`src/rtl/gipc_pkg.sv`:
```
package gipc_pkg;
  localparam int DATA_W    = 16;
  localparam int NUM_LINES = 8;
  localparam int LINE_W    = $clog2(NUM_LINES);
  localparam int VID_LINE  = 0;

  // group mask per line; a zero mask means the line is unused
  localparam logic [DATA_W-1:0] LINE_MASK [NUM_LINES] = '{
    16'h0000,  // 0: video pair, mask not used
    16'h0000,  // 1: unused
    16'h0C00,  // 2: general timers
    16'h2100,  // 3: serial port, converter
    16'h0000,  // 4: reserved
    16'h1200,  // 5: external pins
    16'h0070,  // 6: fast ticks
    16'h008B   // 7: base timers, slow tick, key change
  };

  typedef enum logic [1:0] {
    ADDR_EN     = 2'd0,
    ADDR_ST_CLR = 2'd1,
    ADDR_VEN    = 2'd2,
    ADDR_VST_CLR= 2'd3
  } regAddr_e;

  typedef struct packed {
    logic allowIrq;
    logic allowFiq;
  } ctrlStrb_t;
endpackage

```
`src/rtl/gipc_datapath.sv`:
```
module gipc_datapath
  import gipc_pkg::*;
(
  input  logic                 clk,
  input  logic                 rstN,
  input  logic                 regWrEn,
  input  logic [1:0]           regAddr,
  input  logic [DATA_W-1:0]    regWrData,
  input  logic [DATA_W-1:0]    srcSet,
  input  logic [DATA_W-1:0]    vidSet,
  input  logic                 fiqIn,
  input  ctrlStrb_t            strb,
  output logic [NUM_LINES-1:0] pendLines,
  output logic                 irqReq,
  output logic [LINE_W-1:0]    irqLine,
  output logic                 fiqReq,
  output logic [DATA_W-1:0]    statusOut,
  output logic [DATA_W-1:0]    vidStatusOut
);
  logic [DATA_W-1:0] enQ, stQ, vidEnQ, vidStQ;
  logic [DATA_W-1:0] stClrMask, vidClrMask;
  logic [LINE_W-1:0] winner;
  logic              anyPend;
  logic              irqReqQ, fiqReqQ;
  logic [LINE_W-1:0] irqLineQ;

  assign stClrMask  = (regWrEn && regAddr == ADDR_ST_CLR)  ? regWrData : '0;
  assign vidClrMask = (regWrEn && regAddr == ADDR_VST_CLR) ? regWrData : '0;

  always_ff @(posedge clk or negedge rstN) begin
    if (!rstN) begin
      enQ    <= '0;
      stQ    <= '0;
      vidEnQ <= '0;
      vidStQ <= '0;
    end else begin
      if (regWrEn && regAddr == ADDR_EN)  enQ    <= regWrData;
      if (regWrEn && regAddr == ADDR_VEN) vidEnQ <= regWrData;
      stQ    <= (stQ & ~stClrMask) | srcSet;
      vidStQ <= (vidStQ & ~vidClrMask) | vidSet;
    end
  end

  genvar g;
  generate
    for (g = 0; g < NUM_LINES; g++) begin : gLine
      if (g == VID_LINE) begin : gVid
        assign pendLines[g] = |(vidEnQ & vidStQ);
      end else if (LINE_MASK[g] == '0) begin : gIdle
        assign pendLines[g] = 1'b0;
      end else begin : gGrp
        assign pendLines[g] = |(enQ & stQ & LINE_MASK[g]);
      end
    end
  endgenerate

  assign anyPend = |pendLines;

  always_comb begin
    winner = '0;
    for (int i = NUM_LINES - 1; i >= 0; i--) begin
      if (pendLines[i]) winner = LINE_W'(i);
    end
  end

  always_ff @(posedge clk or negedge rstN) begin
    if (!rstN) begin
      irqReqQ  <= 1'b0;
      irqLineQ <= '0;
      fiqReqQ  <= 1'b0;
    end else begin
      irqReqQ  <= strb.allowIrq && anyPend;
      irqLineQ <= winner;
      fiqReqQ  <= strb.allowFiq && fiqIn;
    end
  end

  assign irqReq       = irqReqQ;
  assign irqLine      = irqLineQ;
  assign fiqReq       = fiqReqQ;
  assign statusOut    = stQ;
  assign vidStatusOut = vidStQ;

  logic allowIrqW, allowFiqW;
  assign allowIrqW = strb.allowIrq;
  assign allowFiqW = strb.allowFiq;

  // set bits survive unless cleared
  p_sticky_r2: assert property (@(posedge clk) disable iff (!rstN)
    (($past(stQ) & ~$past(stClrMask) & ~stQ) == '0));
  // a set pulse always lands, even against a clear
  p_set_wins_r2: assert property (@(posedge clk) disable iff (!rstN)
    ((stQ & $past(srcSet)) == $past(srcSet)));
  // request only when the controller allowed it
  p_req_gated_r6: assert property (@(posedge clk) disable iff (!rstN)
    irqReq |-> $past(allowIrqW));
  // request follows a pending line by one cycle
  p_req_has_src_r7: assert property (@(posedge clk) disable iff (!rstN)
    irqReq |-> $past(anyPend));
  // fast request follows its input while allowed
  p_fiq_gated_r9: assert property (@(posedge clk) disable iff (!rstN)
    fiqReq |-> $past(allowFiqW && fiqIn));
endmodule

```
`src/rtl/gipc_ctrl.sv`:
```
module gipc_ctrl
  import gipc_pkg::*;
(
  input  logic      clk,
  input  logic      rstN,
  input  logic      globalIrqEn,
  input  logic      globalFiqEn,
  input  logic      irqAck,
  input  logic      fiqAck,
  input  logic      intRet,
  input  logic      irqReq,
  input  logic      fiqReq,
  output ctrlStrb_t strb,
  output logic      irqActive,
  output logic      fiqActive
);
  logic irqActQ, fiqActQ;

  always_ff @(posedge clk or negedge rstN) begin
    if (!rstN) begin
      irqActQ <= 1'b0;
      fiqActQ <= 1'b0;
    end else if (intRet) begin
      if (fiqActQ) fiqActQ <= 1'b0;
      else         irqActQ <= 1'b0;
    end else begin
      if (fiqAck && fiqReq)             fiqActQ <= 1'b1;
      if (irqAck && irqReq && !fiqActQ) irqActQ <= 1'b1;
    end
  end

  always_comb begin
    strb.allowIrq = globalIrqEn && !irqActQ && !fiqActQ;
    strb.allowFiq = globalFiqEn && !fiqActQ;
  end

  assign irqActive = irqActQ;
  assign fiqActive = fiqActQ;

  // in-service only after an acknowledged request
  p_ack_needs_req_r8: assert property (@(posedge clk) disable iff (!rstN)
    $rose(irqActQ) |-> $past(irqAck && irqReq));
  // a return pops the fast level first
  p_ret_fiq_first_r10: assert property (@(posedge clk) disable iff (!rstN)
    (intRet && fiqActQ) |=> (!fiqActQ && irqActQ == $past(irqActQ)));
endmodule

```
`src/rtl/gipc_top.sv`:
```
module gipc_top
  import gipc_pkg::*;
(
  input  logic        clk,
  input  logic        rstN,
  input  logic        regWrEn,
  input  logic [1:0]  regAddr,
  input  logic [15:0] regWrData,
  input  logic [15:0] srcSet,
  input  logic [15:0] vidSet,
  input  logic        fiqIn,
  input  logic        globalIrqEn,
  input  logic        globalFiqEn,
  input  logic        irqAck,
  input  logic        fiqAck,
  input  logic        intRet,
  output logic        irqReq,
  output logic [2:0]  irqLine,
  output logic        fiqReq,
  output logic [7:0]  pendLines,
  output logic [15:0] statusOut,
  output logic [15:0] vidStatusOut,
  output logic        irqActive,
  output logic        fiqActive
);
  ctrlStrb_t strb;

  gipc_ctrl u_ctrl (
    .clk(clk), .rstN(rstN),
    .globalIrqEn(globalIrqEn), .globalFiqEn(globalFiqEn),
    .irqAck(irqAck), .fiqAck(fiqAck), .intRet(intRet),
    .irqReq(irqReq), .fiqReq(fiqReq),
    .strb(strb), .irqActive(irqActive), .fiqActive(fiqActive)
  );

  gipc_datapath u_dp (
    .clk(clk), .rstN(rstN),
    .regWrEn(regWrEn), .regAddr(regAddr), .regWrData(regWrData),
    .srcSet(srcSet), .vidSet(vidSet), .fiqIn(fiqIn), .strb(strb),
    .pendLines(pendLines), .irqReq(irqReq), .irqLine(irqLine),
    .fiqReq(fiqReq), .statusOut(statusOut), .vidStatusOut(vidStatusOut)
  );
endmodule

```
`config.mk`:
```
export PLATFORM = sky130hd
export DESIGN_NAME = gipc_top
export DESIGN_NICKNAME = d
export VERILOG_FILES = /design/src/rtl/gipc_pkg.sv /design/src/rtl/gipc_datapath.sv /design/src/rtl/gipc_ctrl.sv /design/src/rtl/gipc_top.sv
export SDC_FILE = /design/constraint.sdc
export NUM_CORES = 1
export LEC_CHECK = 0
export ABC_AREA = 1
export BUFFER_PORTS_ARGS = -buffer_cell sky130_fd_sc_hd__buf_2
export CELL_PAD_IN_SITES_DETAIL_PLACEMENT = 1
export CELL_PAD_IN_SITES_GLOBAL_PLACEMENT = 1
export CORE_UTILIZATION = 38
export CTS_CLUSTER_SIZE = 20
export DETAILED_ROUTE_END_ITERATION = 10
export PLACE_DENSITY_LB_ADDON = 0.1
export SLEW_MARGIN = 20
export SYNTH_ARGS = -nofsm -noshare
export SYNTH_HDL_FRONTEND = slang
export SYNTH_HIERARCHICAL = 1
export SYNTH_SLANG_ARGS = --single-unit
```
`constraint.sdc`:
```
create_clock -name clk -period 2.1 [get_ports clk]
set_input_delay 0.105 -clock clk [delete_from_list [all_inputs] [get_ports clk]]
set_output_delay 0.105 -clock clk [all_outputs]
set_load 0.05 [all_outputs]
```
==> results of run 1 <==
[cells in the mapped netlist]
library cell | number | area share
sky130_fd_sc_hd__nand2_1 | 117 | 0.15
sky130_fd_sc_hd__buf_6 | 1 | 0.0039
sky130_fd_sc_hd__o21ai_1 | 43 | 0.075
sky130_fd_sc_hd__nand2_2 | 2 | 0.0043
sky130_fd_sc_hd__nor2_1 | 17 | 0.022
sky130_fd_sc_hd__nor2_2 | 2 | 0.0043
sky130_fd_sc_hd__a21oi_1 | 1 | 0.0017
sky130_fd_sc_hd__dfrtp_1 | 68 | 0.59
sky130_fd_sc_hd__buf_4 | 3 | 0.0078
sky130_fd_sc_hd__o21ai_0 | 19 | 0.033
sky130_fd_sc_hd__a21oi_2 | 2 | 0.0061
sky130_fd_sc_hd__inv_2 | 2 | 0.0026
sky130_fd_sc_hd__nand3_2 | 3 | 0.010
sky130_fd_sc_hd__buf_2 | 5 | 0.0087
sky130_fd_sc_hd__conb_1 | 1 | 0.0013
sky130_fd_sc_hd__inv_1 | 60 | 0.078
[report_power, final]
part / internal (W) / total, W / switching, W
Combinational: 0.000228 / 0.000690 / 0.000462
Clock: 0.000641 / 0.00110 / 0.000461
Sequential: 0.00143 / 0.00149 / 0.0000655
[what timing repair did]
item | in CTS | in global routing
hold buffers | 36 | 0
endpoints found under the setup margin | 0 | 0
endpoints found under the hold margin | 102 | 0
[sequential cells by signal (all words and copies together), names as in the netlist]
name and cells:
u_ctrl/irqActive 1, u_dp/statusOut 16, u_dp/irqReq 1, u_dp/vidStatusOut 16, u_dp/enQ 13, u_dp/vidEnQ 16
u_ctrl/fiqActive 1, u_dp/fiqReq 1, u_dp/irqLine 3
[final cells by class]
type | count | share of cell area
Clock buffer | 14 | 0.0428
Clock inverter | 1 | 0.00744
Inverter | 62 | 0.0576
Multi-Input combinational cell | 208 | 0.222
Sequential cell | 68 | 0.421
Tap cell | 99 | 0.0307
Timing Repair Buffer | 139 | 0.218
[stage by stage]
stage	util	total power [W]
floorplan	-	0.00194
global placement	0.476	0.00214
detailed placement	0.476	0.00216
CTS	0.554	0.00333
global route	0.554	0.00347
finish	0.554	0.00328
[final timing paths]
check | from | end | slack [ns] | cells past startpoint
setup / recovery | u_dp/vidStatusOut[12] | pendLines[0] | 0.40 | 7
hold reg to reg | u_dp/vidEnQ[11] | u_dp/vidEnQ[11] | 0.49 | 2
max in group asynchronous | rstN | u_dp/vidStatusOut[12] | 1.08 | 2
hold / removal | irqAck | u_ctrl/irqActive | 0.02 | 3
setup reg to reg | u_ctrl/fiqActive | u_ctrl/fiqActive | 0.86 | 3
min in group asynchronous | rstN | u_dp/statusOut[1] | 0.40 | 2
[tightest hold or removal path, stage by stage]
cell and delay (ns):
sky130_fd_sc_hd__buf_2 0.10, sky130_fd_sc_hd__nand3_2 0.07, sky130_fd_sc_hd__a21oi_2 0.04
[per-layer routing]
layer,share of wire,GRT usage
met3,0.044,0.0443
met2,0.49,0.366
met4,0.016,0.0909
met1,0.45,0.258
met5,0,0
[cells by family after synthesis]
family / count (synthesis)
compound gates: 65
buf+inv: 71
flops: 68
other cells: 1
simple gates: 141
==> results.txt, run 1 <==
----------------------------------------------------
[Timing]
  Max transition margin ... 0.407
  Post-layout worst setup margin ... slightly below 0.4 ns
  Setup violation total in the final timing report ... 0
  Fin. max-slew vios ... 0
  Clock tree skew after final layout ... about 0.0067 ns
  Minimum period implied by the final worst setup slack ... 1.70 ns
  Fin Setup TNS ... 0 ns
  Smallest hold slack ... just over 0.02 ns
  Final period util ... 0.811
  Maximum clock frequency ... around 0.59 GHz
  Final count of hold timing violations ... 0
  Setup repair after global routing missed its margin ... no
  Measured slew at the worst slew-check pin ... approximately 0.9 ns

[Setup path]
  Worst setup path category ... reg2out
  Number of buffer and inverter instances along the worst setup path ... 2
  Most common cell type on the critical path ... sky130_fd_sc_hd__nand2_1
  Kind of cell adding the most delay to the critical path ... simple AND/OR/NAND/NOR gates
  CP Cell Sequence ... nand2_1 > nand2_1 > nor2_1 > nand2_1 > nor2_2 > inv_1 > buf_2
  Slowest library cell on the worst path ... sky130_fd_sc_hd__dfrtp_1
  Crit Path Max Fanout ... 3
  CP startpoint kind ... register
  Crit path required time ... around 2.0 ns
  Critical path's largest stage delay ... just over 0.4 ns
  Setup crit end kind ... primary output
  CP arrival ... 1.60 ns

[Synth]
  Area share of fa/ha/maj cells after synthesis ... 0
  Mux contribution to synthesized area ... 0
  Proportion of synthesized chip area in sequential cells ... 0.589
  Fraction of the mapped netlist area in compound gates ... 0.115
  Post-Synth XOR/XNOR Area ... 0
  Largest family of logic cells by synthesized area ... simple AND/OR/NAND/NOR gates
  Synth warnings ... 6
  Count of different cell masters after synthesis ... 16
  Area fraction in and, or, nand and nor cells after synthesis ... 0.193
  Netlist area before placement ... 0.00289 mm²
  Synth Area per Inst ... 8.35 µm²
  Register bit total from synthesis ... between 60 and 70
  Synthesized instance count ... approximately 350

[Drt]
  Per-cell routed wire length ... roughly 13 µm
  Detailed router's first-iteration violation count ... 81
  Aggregate routed wire length ... roughly 7.7 mm
  Routed vias/inst ... approximately 4.5
  DRC viols ... 0
  Number of routed nets with antenna violations ... 0
  Detailed-router iteration count before antenna repair ... 4
  Total via count after detailed routing ... between 2000 and 3000

[Cells and area]
  Proportion of layout cells with a drive suffix above 1 ... 0.258
  Most common library cell in the layout ignoring fill and taps ... sky130_fd_sc_hd__nand2_1
  Most frequent cells in the layout ... sky130_fd_sc_hd__nand2_1 (117), sky130_fd_sc_hd__buf_2 (102), sky130_fd_sc_hd__dfrtp_1 (68), sky130_fd_sc_hd__inv_1 (60), sky130_fd_sc_hd__o21ai_1 (43)
  Layout Cell Area excl Fill ... ~0.004 mm²
  Final Instance Count excl. Fillers ... just under 600
  Number of nets in the final layout ... 547
  Sequential standard cell area ... roughly 0.0017 mm²
  Area of the multi-input gates ... around 900 µm²
  Inserted Diodes ... 0
  Layout-stage area growth over the synthesis result ... 39.8%
  Filler instances ... roughly 930

[Pwr]
  Worst vdd rail ir drop ... 0.000430 V
  Pwr per Cell Area ... ~810 mW/mm²
  Standby leakage power ... 2.09 nW

[Place]
  DP Area ... 0.00347 mm²
  Half-perimeter wire length after detailed placement ... ~5.2 mm
  Gp weighted congestion ... about 0.72
  Number of buffer cells added on primary ports ... 103
  Worst Setup Slack post-DPL ... 0.755 ns
  Placed cells ... 540

[Min path]
  Hold WC Path Type ... in2reg

[Floorplan]
  Overall die width ... 89.2 µm
  Core Footprint ... 0.00729 mm²
  IO Count ... about 110
  Die H ... approximately 89 µm
  Initial cell density of the core ... 0.396
  Number of placement rows ... 31
  Die area ... ~0.0080 mm²

[Global routing]
  Total GRT Usage ... 0.212
  Maximum number of pins on one net before global-route repair ... 69
  Wire length of the first global-routing pass ... about 12 mm
  Remaining global-route overflow ... 0
  Antenna violations before repair ... 0
  Vias in the first global route ... between 2000 and 3000

[Clock tree]
  Number of buffers created by CTS ... 9
  Clock latency of the later-clocked register in the worst-skew pair ... ~0.33 ns
  Setup bufs post-CTS ... 0
  CTS tree ... done
  Cell chosen for the clock root ... sky130_fd_sc_hd__clkbuf_8
  Clock Pin Slew Worst Setup and Hold Paths ... about 0.070 ns
  Number of instances resized during post-cts repair ... 0
  Maximum level of the CTS H-tree ... 3
  Longest Clk Path Bufs ... 2
  Sinks on Clock Net ... slightly below 70

[Run status]
  Run status ... complete, no violations

[Run]
  Total of max-cap violations ... 0

----------------------------------------------------
Note: power is estimated with default switching activity, not from simulation.
==> run 2, diff against run 1 <==
--- a/config.mk
+++ b/config.mk
@@ -5,11 +5,11 @@
 export SDC_FILE = /design/constraint.sdc
 export NUM_CORES = 1
 export LEC_CHECK = 0
-export ABC_AREA = 1
+export ABC_AREA = 0
 export BUFFER_PORTS_ARGS = -buffer_cell sky130_fd_sc_hd__buf_2
 export CELL_PAD_IN_SITES_DETAIL_PLACEMENT = 1
 export CELL_PAD_IN_SITES_GLOBAL_PLACEMENT = 1
-export CORE_UTILIZATION = 38
+export CORE_UTILIZATION = 37
 export CTS_CLUSTER_SIZE = 20
 export DETAILED_ROUTE_END_ITERATION = 10
 export PLACE_DENSITY_LB_ADDON = 0.1
==> constraint.sdc (replaced) <==
create_clock -name clk -period 1.75 [get_ports clk]
set_input_delay 0.0875 -clock clk [delete_from_list [all_inputs] [get_ports clk]]
set_output_delay 0.0875 -clock clk [all_outputs]
set_load 0.05 [all_outputs]
==> run 2 against run 1 <==
- combinational power rose by 17%
- clock power rose by 4%
- design area fell by 0.65%
- first-iteration DRC count fell by 31%
- via count fell by 16%
- utilization rose by 0.23 points
- flip-flop and latch count did not move
- sequential share of layout area rose by 0.53 points
- worst hold slack barely moved
- total power rose by 16%
==> results.txt, run 2 <==
----------------------------------------------------
[Global routing]
  Remaining global-route overflow ... 0 (unchanged)
  Met3 track demand over resource in global routing ... 0.0392 (-0.00514)
  Maximum number of pins on one net before global-route repair ... 69 (unchanged)
  Most Crowded Layer GR ... met2
  Vias in the first global route ... 2320 (-13%)
  Wire length of the first global-routing pass ... 11.8 mm (-4.5%)
  Fraction of met2 tracks used by global routing ... 0.347 (-0.0196)
  Total GRT Usage ... 0.207 (-0.00491)
  Antenna violations before repair ... 0 (unchanged)
  M1 GR Usage ... 0.268 (+0.00954)

[Floorplan]
  Die area ... 0.00780 mm² (-2.0%)
  Initial cell density of the core ... 0.382 (-0.0141)
  Number of placement rows ... 31 (unchanged)
  Overall die width ... 88.3 µm (-0.99%)
  IO Count ... 106 (unchanged)
  Die H ... 88.3 µm (-0.99%)
  Core Footprint ... 0.00721 mm² (-1.1%)

[Cells and area]
  Inserted Diodes ... 0 (unchanged)
  Number of nets in the final layout ... 419 (-23%)
  Most frequent cells in the layout ... sky130_fd_sc_hd__buf_2 (102), sky130_fd_sc_hd__dfrtp_1 (60), sky130_fd_sc_hd__dlygate4sd3_1 (36), sky130_fd_sc_hd__nand2_1 (34), sky130_fd_sc_hd__a21o_1 (32)
  Proportion of layout cells with a drive suffix above 1 ... 0.471 (+0.213)
  Final Instance Count excl. Fillers ... 464 (-21%)
  Layout Cell Area excl Fill ... 0.00401 mm² (-0.65%)
  Layout-stage area growth over the synthesis result ... 45.6%
  Most common library cell in the layout ignoring fill and taps ... sky130_fd_sc_hd__buf_2

[Synth]
  Mux contribution to synthesized area ... 0.119 (+0.119)
  Largest cells by area after synthesis ... sky130_fd_sc_hd__dfrtp_1 (62%), sky130_fd_sc_hd__mux2_2 (12%), sky130_fd_sc_hd__a21o_1 (8.7%)
  Synthesized instance count ... 209 (-40%)
  Proportion of synthesized chip area in sequential cells ... 0.618 (+0.0284)
  Area fraction in and, or, nand and nor cells after synthesis ... 0.0831 (-0.110)
  Fraction of the mapped netlist area in compound gates ... 0.161 (+0.0455)
  Number of synthesized flops with an enable pin ... 0 (unchanged)
  Top cell types by occurrence after synthesis ... sky130_fd_sc_hd__dfrtp_1 (68), sky130_fd_sc_hd__nand2_1 (34), sky130_fd_sc_hd__a21o_1 (32)
  Synth Area per Inst ... 13.2 µm² (+58%)
  Register bit total from synthesis ... 68 (unchanged)
  Most frequent cell after synthesis ... sky130_fd_sc_hd__dfrtp_1
  Netlist area before placement ... 0.00276 mm² (-4.6%)
  Leading register cell type out of synthesis ... sky130_fd_sc_hd__dfrtp_1
  Cell type with the largest total area after synthesis ... sky130_fd_sc_hd__dfrtp_1
  Largest family of logic cells by synthesized area ... compound AO/OA/AOI/OAI gates
  FFs w/ async S/R, synth ... 1.00 (unchanged)
  Yosys top cell area share ... 0.618 (+0.0284)
  Area share of fa/ha/maj cells after synthesis ... 0 (unchanged)
  Synth warnings ... 6 (unchanged)
  Count of different cell masters after synthesis ... 30 (+14)
  Post-Synth XOR/XNOR Area ... 0 (unchanged)

[Timing]
  Maximum clock frequency ... 0.595 GHz
  Fin. max-slew vios ... 0 (unchanged)
  Setup violation total in the final timing report ... 0 (unchanged)
  Setup repair after global routing missed its margin ... yes
  Clock tree skew after final layout ... 0.00589 ns (-0.000815 ns)
  Final period util ... 0.961
  Final count of hold timing violations ... 0 (unchanged)
  Minimum period implied by the final worst setup slack ... 1.68 ns

[Setup path]
  R2R depth ... 4 (+1)
  Worst setup path category ... reg2out
  Capture point of the worst reg-to-reg path ... u_dp/irqReq
  CP startpoint kind ... register
  Setup crit end kind ... primary output
  Timing startpoint of the critical path ... u_dp/vidStatusOut[13]
  Crit Path Max Fanout ... 5 (+2)
  Critical path's largest stage delay ... 0.42 ns (about the same)
  CP arrival ... 1.59 ns (about the same)
  Worst reg2reg path startpoint ... u_dp/vidStatusOut[13]
  Crit path required time ... 1.66 ns (-0.34 ns)
  Worst setup slack for register-to-register paths ... 0.16 ns (-0.70 ns)
  Slowest library cell on the worst path ... sky130_fd_sc_hd__dfrtp_2
  CP Cell Sequence ... a22o_1 > a221oi_4 > nand4_4 > buf_6
  CP Capture Point ... pendLines[0]

[Clock tree]
  Clock Pin Slew Worst Setup and Hold Paths ... 0.07 ns (about the same)
  Cell chosen for the clock root ... sky130_fd_sc_hd__clkbuf_8
  Clock latency of the later-clocked register in the worst-skew pair ... 0.33 ns (about the same)
  CTS tree ... done
  Longest Clk Path Bufs ... 2 (unchanged)
  Sinks on Clock Net ... 68 (unchanged)
  Maximum level of the CTS H-tree ... 3 (unchanged)
  Number of buffers created by CTS ... 9 (unchanged)

[Drt]
  Routed vias/inst ... 4.82 (+7.5%)
  Number of routed nets with antenna violations ... 0 (unchanged)
  Total via count after detailed routing ... 2237 (-16%)
  Detailed router's first-iteration violation count ... 56 (-31%)
  Detailed-router iteration count before antenna repair ... 6 (+2)
  Per-cell routed wire length ... 16.1 µm (+23%)
  Aggregate routed wire length ... 7.48 mm (-3.4%)
  DRC viols ... 0 (unchanged)

[Place]
  Half-perimeter wire length after detailed placement ... 5.28 mm (+0.72%)
  Placed cells ... 411 (-24%)
  Gp weighted congestion ... 0.747 (+4.1%)
  DP Area ... 0.00344 mm² (-0.94%)
  Number of buffer cells added on primary ports ... 103 (unchanged)

[Run status]
  Run status ... complete, no violations

[Pwr]
  Power share of the sequential group ... 0.487 (+0.033)
  Standby leakage power ... 1.73 nW (-17%)
  Internal power consumption ... 0.00267 W (+16%)
  Switching power ... 0.00112 W (+14%)
  Switching fraction of total power ... 0.296 (-0.00486)
  Combinational share of power ... 0.213 (+0.003)
  Pwr per Cell Area ... 946 mW/mm² (+16%)
  Power after layout ... 0.00380 W (+16%)
  Worst vdd rail ir drop ... 0.000444 V (+3.3%)
  Clk network pwr share ... 0.300 (-0.036)

[Run]
  Total of max-cap violations ... 0 (unchanged)

[Min path]
  Hold WC Path Type ... in2reg

----------------------------------------------------
-- run 2: changes by cell type in the layout (fill, tap and decap cells not counted), moves of 4 or more --
cell	change
sky130_fd_sc_hd__nor2_1	-13
sky130_fd_sc_hd__dfrtp_1	-8
sky130_fd_sc_hd__inv_1	-57
sky130_fd_sc_hd__a21o_1	+32
sky130_fd_sc_hd__mux2_2	+29
sky130_fd_sc_hd__o21ai_0	-19
sky130_fd_sc_hd__nand2_1	-83
sky130_fd_sc_hd__o21ai_1	-43
sky130_fd_sc_hd__dfrtp_2	+8
sky130_fd_sc_hd__buf_4	+5
sky130_fd_sc_hd__a22o_1	+4
-- run 2: repair_timing --
| item | in CTS | in global routing |
|---|---|---|
| endpoints found under the setup margin | 1 | 1 |
| hold buffers | 36 | 0 |
| hold endpoints to repair | 103 | 0 |
| pin swaps | 0 | 1 |
| buffers inserted | 0 | 1 |
| resized for setup | 3 | 1 |
-- run 2: kinds of logic after synthesis --
| group | count (synthesis) |
|---|---|
| DFF | 68 |
| AOI/OAI and AO/OA | 51 |
| and+or+nand+nor | 50 |
| muxes | 29 |
| buffers and inverters | 10 |
| other | 1 |
-- run 2: final cells by class --
| cell class | count | area, µm² |
|---|---|---|
| clock buffers | 14 | 163 |
| clock inverters | 2 | 10.0 |
| fillers | 809 | 3200 |
| inverters | 3 | 11.3 |
| multi-input cells | 132 | 1040 |
| flip-flops and latches | 68 | 1710 |
| well taps | 99 | 124 |
| repair buffers | 146 | 947 |
-- run 2: layer usage --
layer | part of all wire | wire, µm
met4 | 0.014 | 106
met1 | 0.44 | 3270
met3 | 0.040 | 301
met2 | 0.51 | 3790
met5 | 0 | 0
-- run 2: power groups by stage --
stage          registers [W]  clock network, W  logic (W)
6_report             0.00185           0.00114   0.000808
5_1_grt              0.00187           0.00124   0.000871
4_1_cts              0.00185           0.00118   0.000815
3_5_place_dp         0.00187                 0   0.000747
3_3_place_gp         0.00187                 0   0.000729
2_1_floorplan        0.00196                 0   0.000378
-- run 2: critical path: cells and delay by family, from the launching register on --
kind,cells,cell delay (ns)
compound gates,2,0.49
simple gates,1,0.16
flops,1,0.42
buf+inv,1,0.19
-- run 2: worst min-delay path by stage --
stage / from / endpoint / cells after the start
6_report: regWrData[2] / u_dp/vidEnQ[2] / 2
3_3_place_gp: rstN / u_dp/statusOut[2] / 2
3_5_place_dp: rstN / u_dp/statusOut[2] / 2
4_1_cts: regWrData[2] / u_dp/vidEnQ[2] / 2
2_1_floorplan: rstN / u_ctrl/fiqActive / 0
5_1_grt: regWrData[2] / u_dp/vidEnQ[2] / 2
-- run 2: through the flow --
stage	hold slack (ns)	setup TNS (ns)	setup WS, ns	utilization
2_1_floorplan	-0.208	-0.104	-0.104	-
3_3_place_gp	0.142	0	0.182	0.477
3_5_place_dp	0.142	0	0.132	0.477
4_1_cts	0.0108	0	0.0264	0.553
5_1_grt	0.0134	-0.00626	-0.00626	0.556
6_report	0.0200	0	0.0686	0.556
